==> src/rtl/rxq_pkg.sv <==
package rxq_pkg;
  localparam int unsigned DATA_W    = 8;
  localparam int unsigned TMO_CHARS = 4;

  typedef struct packed {
    logic brk;
    logic frm;
    logic par;
  } rx_flags_t;

  typedef struct packed {
    rx_flags_t         flags;
    logic [DATA_W-1:0] data;
  } rx_entry_t;

  // fill level at which the data event fires
  function automatic int unsigned trig_level(input logic [1:0] sel);
    case (sel)
      2'd0:    return 1;
      2'd1:    return 4;
      2'd2:    return 8;
      default: return 14;
    endcase
  endfunction

  // idle cycles before a character timeout
  function automatic int unsigned tmo_cycles(input int unsigned cpc);
    return cpc * TMO_CHARS;
  endfunction
endpackage

==> src/rtl/rxq_store.sv <==
module rxq_store
  import rxq_pkg::*;
#(
  parameter int unsigned DEPTH = 16,
  localparam int unsigned AW = $clog2(DEPTH),
  localparam int unsigned CW = $clog2(DEPTH + 1)
) (
  input  logic            clk,
  input  logic            rst_n,
  input  logic            wr_req,
  input  rx_entry_t       wr_entry,
  input  logic            rd_req,
  input  logic            clear,
  output rx_entry_t       head,
  output logic [CW-1:0]   count,
  output logic            rd_take,
  output logic            ovf_drop,
  output logic            head_load,
  output rx_flags_t       head_flags
);
  rx_entry_t     mem [DEPTH];
  logic [AW-1:0] wr_ptr, rd_ptr, rd_next;
  logic [CW-1:0] cnt_q;
  logic          full, empty, wr_take;

  function automatic logic [AW-1:0] ptr_inc(input logic [AW-1:0] p);
    return (p == AW'(DEPTH - 1)) ? '0 : p + AW'(1);
  endfunction

  assign full    = (cnt_q == CW'(DEPTH));
  assign empty   = (cnt_q == '0);
  assign rd_next = ptr_inc(rd_ptr);
  assign rd_take = rd_req && !empty && !clear;
  assign wr_take = wr_req && !clear && (!full || rd_take);
  assign ovf_drop = wr_req && !clear && full && !rd_take;

  // decide which byte becomes the head and whether its flags are merged
  always_comb begin
    head_load  = 1'b0;
    head_flags = '0;
    if (rd_take && cnt_q > CW'(1)) begin
      head_load  = 1'b1;
      head_flags = mem[rd_next].flags;
    end else if (wr_take && (empty || (rd_take && cnt_q == CW'(1)))) begin
      head_load  = 1'b1;
      head_flags = wr_entry.flags;
    end
  end

  always_ff @(posedge clk) begin
    if (wr_take) mem[wr_ptr] <= wr_entry;
  end

  always_ff @(posedge clk or negedge rst_n) begin
    if (!rst_n) begin
      wr_ptr <= '0;
      rd_ptr <= '0;
      cnt_q  <= '0;
    end else if (clear) begin
      wr_ptr <= '0;
      rd_ptr <= '0;
      cnt_q  <= '0;
    end else begin
      if (wr_take) wr_ptr <= ptr_inc(wr_ptr);
      if (rd_take) rd_ptr <= rd_next;
      case ({wr_take, rd_take})
        2'b10:   cnt_q <= cnt_q + CW'(1);
        2'b01:   cnt_q <= cnt_q - CW'(1);
        default: cnt_q <= cnt_q;
      endcase
    end
  end

  assign head  = mem[rd_ptr];
  assign count = cnt_q;
endmodule

==> src/rtl/rxq_status.sv <==
module rxq_status
  import rxq_pkg::*;
(
  input  logic      clk,
  input  logic      rst_n,
  input  logic      ovf_drop,
  input  logic      head_load,
  input  rx_flags_t head_flags,
  input  logic      lsr_read,
  output logic      overrun,
  output logic      parity_err,
  output logic      framing_err,
  output logic      break_det,
  output logic      err_summary
);
  logic set_ovr, set_par, set_frm, set_brk, set_any;

  assign set_ovr = ovf_drop;
  assign set_par = head_load && head_flags.par;
  assign set_frm = head_load && head_flags.frm;
  assign set_brk = head_load && head_flags.brk;
  assign set_any = set_ovr || set_par || set_frm || set_brk;

  always_ff @(posedge clk or negedge rst_n) begin
    if (!rst_n) begin
      overrun     <= 1'b0;
      parity_err  <= 1'b0;
      framing_err <= 1'b0;
      break_det   <= 1'b0;
      err_summary <= 1'b0;
    end else begin
      overrun     <= (overrun     && !lsr_read) || set_ovr;
      parity_err  <= (parity_err  && !lsr_read) || set_par;
      framing_err <= (framing_err && !lsr_read) || set_frm;
      break_det   <= (break_det   && !lsr_read) || set_brk;
      err_summary <= (err_summary && !lsr_read) || set_any;
    end
  end
endmodule

==> src/rtl/rxq_timer.sv <==
module rxq_timer
  import rxq_pkg::*;
#(
  parameter int unsigned CCW = 12,
  parameter int unsigned CW  = 5,
  localparam int unsigned TW = CCW + 3
) (
  input  logic           clk,
  input  logic           rst_n,
  input  logic           wr_req,
  input  logic           rd_take,
  input  logic           clear,
  input  logic [CW-1:0]  count,
  input  logic [CCW-1:0] char_clks,
  output logic           tmo_restart,
  output logic           timeout
);
  logic [TW-1:0] cnt_q, limit;
  logic          run_q, stop;

  assign limit       = TW'(tmo_cycles(32'(char_clks)));
  assign stop        = clear || (rd_take && count == CW'(1) && !wr_req);
  assign tmo_restart = !clear && (wr_req || (rd_take && count > CW'(1)));

  always_ff @(posedge clk or negedge rst_n) begin
    if (!rst_n) begin
      run_q <= 1'b0;
      cnt_q <= '0;
    end else if (stop) begin
      run_q <= 1'b0;
      cnt_q <= '0;
    end else if (tmo_restart) begin
      run_q <= 1'b1;
      cnt_q <= '0;
    end else if (run_q && cnt_q < limit) begin
      cnt_q <= cnt_q + TW'(1);
    end
  end

  assign timeout = run_q && (cnt_q >= limit);
endmodule

==> src/rtl/uart_rx_queue.sv <==
module uart_rx_queue
  import rxq_pkg::*;
#(
  parameter int unsigned DEPTH = 16,
  parameter int unsigned CCW   = 12,
  localparam int unsigned CW   = $clog2(DEPTH + 1)
) (
  input  logic              clk,
  input  logic              rst_n,
  input  logic              push_valid,
  input  logic [DATA_W-1:0] push_data,
  input  logic              push_par,
  input  logic              push_frm,
  input  logic              push_brk,
  input  logic              pop,
  input  logic [1:0]        trig_sel,
  input  logic              fifo_clear,
  input  logic              lsr_read,
  input  logic [CCW-1:0]    char_clks,
  output logic [DATA_W-1:0] rd_data,
  output logic [CW-1:0]     rx_level,
  output logic              data_ready,
  output logic              overrun,
  output logic              parity_err,
  output logic              framing_err,
  output logic              break_det,
  output logic              err_summary,
  output logic              line_event,
  output logic              data_event,
  output logic              timeout_event
);
  rx_entry_t wr_entry, head;
  rx_flags_t head_flags;
  logic      rd_take, ovf_drop, head_load, tmo_restart;

  assign wr_entry = '{flags: '{brk: push_brk, frm: push_frm, par: push_par},
                      data: push_data};

  rxq_store #(.DEPTH(DEPTH)) u_store (
    .clk        (clk),
    .rst_n      (rst_n),
    .wr_req     (push_valid),
    .wr_entry   (wr_entry),
    .rd_req     (pop),
    .clear      (fifo_clear),
    .head       (head),
    .count      (rx_level),
    .rd_take    (rd_take),
    .ovf_drop   (ovf_drop),
    .head_load  (head_load),
    .head_flags (head_flags)
  );

  rxq_status u_status (
    .clk         (clk),
    .rst_n       (rst_n),
    .ovf_drop    (ovf_drop),
    .head_load   (head_load),
    .head_flags  (head_flags),
    .lsr_read    (lsr_read),
    .overrun     (overrun),
    .parity_err  (parity_err),
    .framing_err (framing_err),
    .break_det   (break_det),
    .err_summary (err_summary)
  );

  rxq_timer #(.CCW(CCW), .CW(CW)) u_timer (
    .clk         (clk),
    .rst_n       (rst_n),
    .wr_req      (push_valid),
    .rd_take     (rd_take),
    .clear       (fifo_clear),
    .count       (rx_level),
    .char_clks   (char_clks),
    .tmo_restart (tmo_restart),
    .timeout     (timeout_event)
  );

  assign rd_data    = head.data;
  assign data_ready = (rx_level != '0);
  assign data_event = 32'(rx_level) >= trig_level(trig_sel);
  assign line_event = overrun || parity_err || framing_err || break_det;
endmodule

==> config.mk <==
export PLATFORM = sky130hd
export DESIGN_NAME = uart_rx_queue
export DESIGN_NICKNAME = d
export VERILOG_FILES = /design/src/rtl/rxq_pkg.sv /design/src/rtl/rxq_store.sv /design/src/rtl/rxq_status.sv /design/src/rtl/rxq_timer.sv /design/src/rtl/uart_rx_queue.sv
export SDC_FILE = /design/constraint.sdc
export NUM_CORES = 1
export LEC_CHECK = 0
export BUFFER_PORTS_ARGS = -buffer_cell sky130_fd_sc_hd__buf_2
export CORE_MARGIN = 5
export CORE_UTILIZATION = 53
export DETAILED_ROUTE_END_ITERATION = 12
export PLACE_DENSITY = 0.76
export REMOVE_ABC_BUFFERS = 1
export SYNTH_ARGS = -nofsm -noshare
export SYNTH_HDL_FRONTEND = slang
export SYNTH_SLANG_ARGS = --single-unit
==> constraint.sdc <==
create_clock -name clk -period 3.3 [get_ports clk]
set_input_delay 0.66 -clock clk [delete_from_list [all_inputs] [get_ports clk]]
set_output_delay 0.66 -clock clk [all_outputs]
set_load 0.02 [all_outputs]
==> impl_metrics.ini <==
[run_status]
run_status = finished, final reports clean

[logic_synthesis]
synth_top_flop_cell = sky130_fd_sc_hd__edfxtp_1
synth_largest_area_cell = sky130_fd_sc_hd__edfxtp_1
syn-instance-count = 643
register_area_share_after_synthesis_pct = 65.07
synth.distinct_cells = 63
synthesis.area_um2 = 9430
ys.warnings.count = 0
ys_ff_latch = 210
yosysTopAreaCellShare_pct = 56.04
postSynth.asyncResetShare_pct = 16.19
synth_edf_count = 176
netlist_top_cells_area = sky130_fd_sc_hd__edfxtp_1 (56%), sky130_fd_sc_hd__dfrtp_1 (9.0%), sky130_fd_sc_hd__mux2i_1 (5.4%), sky130_fd_sc_hd__mux4_2 (4.5%), sky130_fd_sc_hd__ha_1 (3.6%)
syn_area_cell_um2 = 14.67

[drt]
postRouteAntennaNets = 0
dr_total_vias = 5874
postRouteWirelength_mm = 20.26
first_iter_violations = 507
route.detailed.drc = 0
via_per_inst = 6.125
drt_wl_cell_um = 21.12
firstDrtPassIters = 6

[floorplanning]
floorplan.rows = 48
core_area_um2 = 17360
die-width_um = 143.4
dieHeight_um = 143.4
num_io_pins = 53
start_util_pct = 54.33
die_area_um2 = 20560

[sta]
timing_worst_slew_pin_value_ns = 0.7878
setup_tns_ns = 0
finalMaxSlewViolations = 0
achievable-frequency_mhz = 321.0
max-slew-margin-rel_pct = 47.48
setup_violations = 0
hold_ws_ns = 0.2488
grt_setup_unrepaired = false
layout_worst_path_cycle_share_pct = 94.39
post_route_skew_ns = 0.01170
finalWorstPathRequiredPeriod_ns = 3.115
final-hold-violation-count = 0

[critical_path]
timing.critical_path.arrival_ns = 2.46
timing.critical_path.buf_inv = 2
cp_slowest_stage_delay_ns = 0.58
ff2ff_setup_slack_ns = 0.58
cp_max_fo = 52
cp-start-kind = flop
worstSetupPathDepth = 5
critical_path_class = reg2out
rr_worst_depth = 7
r2r-start = u_store.count[0]
timing.rr.end = u_store.mem[2][6]
cp_slowest_cell = sky130_fd_sc_hd__mux4_2
critPathRequiredTime_ns = 2.64
critical-path-top-delay-family = multiplexers
worstSetupStartpoint = u_store.rd_ptr[0]
critPathCaptureType = primary output
worstPathCellList = buf_12 -> mux4_2 -> a22oi_1 -> nand2_1 -> buf_2

[final_layout]
insertedDiodeCount = 0
final_cells = 959
design_area_um2 = 10870
finish.net_count = 777
final_layout_size_suffix_gt1_share_pct = 20.30
filler_cell_count = 1210
synthToLayoutAreaGrowth_pct = 15.27

[placement]
global_placer_s_final_weighted_congestion = 0.8810
place_inst = 920
port_buffers = 52
dpl-instance-area_um2 = 10050
dp_hpwl_mm = 13.17

[cts]
postCtsResizedCells = 0
clk_root_buffer_cell = sky130_fd_sc_hd__clkbuf_16
cts.hold.buffers_added = 0
maximum_clock_insertion_buffer_count = 3
htree_levels = 1
number_of_buffers_created_by_cts = 22
clock_sink_count = 210
clock_insertion_delay_worst_skew_ns = 0.50
number_of_setup_buffers_added_after_cts = 0
cts_tree = yes
clk_pin_slew_ns = 0.06

[global_route]
grt-ovfl-total = 0
antenna_violations_before_repair = 0
grt_pass1_vias = 5767
grt.total_usage_pct = 19.99
grt_pass1_wl_mm = 31.80
pin_count_of_the_biggest_net_entering_global_routing = 53

[power_and_ir_drop]
cellInternalPower_mw = 5.259
max-vdd-ir-drop_uv = 550.1
seqPwrFrac_pct = 42.4
powerDensity_nw_per_um2 = 656.2
static_leakage_nw = 4.049
pwr-share-clk_pct = 38.4
sw_frac_of_total_pct = 26.28
comb_power_share_pct = 19.2
switching_power_mw = 1.874

[worst_hold_path]
worst_hold_path_type = in2async

[job]
maxCapViolations = 0
power groups by stage:
stage | logic, mW | registers [mW] | clock network (mW)
floorplan | 0.846 | 3.18 | 0
global placement | 1.34 | 3.07 | 0
detailed placement | 1.37 | 3.08 | 0
CTS | 1.38 | 3.02 | 2.78
global route | 1.51 | 3.03 | 2.90
finish | 1.37 | 3.02 | 2.74
per-stage QoR:
| stage | util (%) | power [mW] | worst slack, ns |
|---|---|---|---|
| 6_report | 62.63 | 7.134 | 0.1850 |
| 5_1_grt | 62.63 | 7.440 | 0.04488 |
| 4_1_cts | 62.63 | 7.184 | 0.1514 |
| 3_5_place_dp | 57.92 | 4.449 | 0.3688 |
| 3_3_place_gp | 57.92 | 4.415 | 0.4157 |
| 2_1_floorplan | - | 4.027 | -1.069 |
state kept, by name, summed over array words and instances (netlist names):
signal	flops
u_status.break_det	1
u_status.err_summary	1
u_status.framing_err	1
u_status.overrun	1
u_status.parity_err	1
u_store.count	5
u_store.mem	176
u_store.rd_ptr	4
u_store.wr_ptr	4
u_timer.cnt_q	15
u_timer.run_q	1
layout by cell type (no fill, tap or decap), types with 12 or more instances in the layout:
| cell type | n |
|---|---|
| sky130_fd_sc_hd__a21oi_1 | 19 |
| sky130_fd_sc_hd__a221oi_1 | 18 |
| sky130_fd_sc_hd__and2_1 | 12 |
| sky130_fd_sc_hd__buf_2 | 52 |
| sky130_fd_sc_hd__buf_4 | 26 |
| sky130_fd_sc_hd__clkbuf_16 | 23 |
| sky130_fd_sc_hd__dfrtp_1 | 33 |
| sky130_fd_sc_hd__edfxtp_1 | 176 |
| sky130_fd_sc_hd__ha_1 | 27 |
| sky130_fd_sc_hd__inv_1 | 27 |
| sky130_fd_sc_hd__mux2i_1 | 51 |
| sky130_fd_sc_hd__mux4_2 | 19 |
| sky130_fd_sc_hd__nand2_1 | 39 |
| sky130_fd_sc_hd__nand3_1 | 20 |
| sky130_fd_sc_hd__nor2_1 | 24 |
| sky130_fd_sc_hd__o21ai_0 | 17 |
Yosys cell counts, types with 11 or more instances:
master	number
sky130_fd_sc_hd__inv_1	27
sky130_fd_sc_hd__o21ai_0	17
sky130_fd_sc_hd__mux2i_1	51
sky130_fd_sc_hd__clkbuf_1	11
sky130_fd_sc_hd__edfxtp_1	176
sky130_fd_sc_hd__buf_2	11
sky130_fd_sc_hd__dfrtp_1	34
sky130_fd_sc_hd__ha_1	27
sky130_fd_sc_hd__mux4_2	19
sky130_fd_sc_hd__a221oi_1	18
sky130_fd_sc_hd__nor2_1	24
sky130_fd_sc_hd__a21oi_1	19
sky130_fd_sc_hd__and2_1	12
sky130_fd_sc_hd__nand3_1	20
sky130_fd_sc_hd__nand2_1	39
worst max-delay path by stage:
stage,end,slack (ns)
floorplan,u_status.err_summary,-1.07
global placement,timeout_event,0.42
detailed placement,timeout_event,0.37
CTS,rd_data[6],0.15
global route,rd_data[1],0.04
finish,rd_data[6],0.18
cell type report:
cell class	instances	area, µm²	share of cell area, %
clock buffers	25	583.1	5.364
clock inverters	14	235.2	2.164
multi-input cells	377	3047	28.03
inverters	29	108.9	1.001
repair buffers	79	475.5	4.374
well taps	225	281.5	2.590
flip-flops and latches	210	6140	56.48
metal layers:
metal	part of all wire (%)	vias up	track usage, %	wire [µm]
li1	-	2663	-	-
met1	40	2900	27.00	8141
met2	49	255	33.65	9958
met3	7.4	56	2.463	1498
met4	3.2	0	7.334	658
met5	0	-	0	0
logic make-up (layout without fill, tap and decap cells):
| group | after synthesis | in the layout | share of synthesized area, % |
|---|---|---|---|
| flip-flops | 210 | 210 | 65.07 |
| buffers and inverters | 56 | 147 | 2.693 |
| XOR/XNOR | 7 | 7 | 0.7298 |
| AO/OA/AOI/OAI | 110 | 110 | 8.133 |
| adder cells (fa/ha/maj) | 27 | 27 | 3.582 |
| multiplexers | 71 | 71 | 10.07 |
| AND/OR/NAND/NOR | 162 | 162 | 9.725 |
Note: power is estimated with default switching activity, not from simulation.
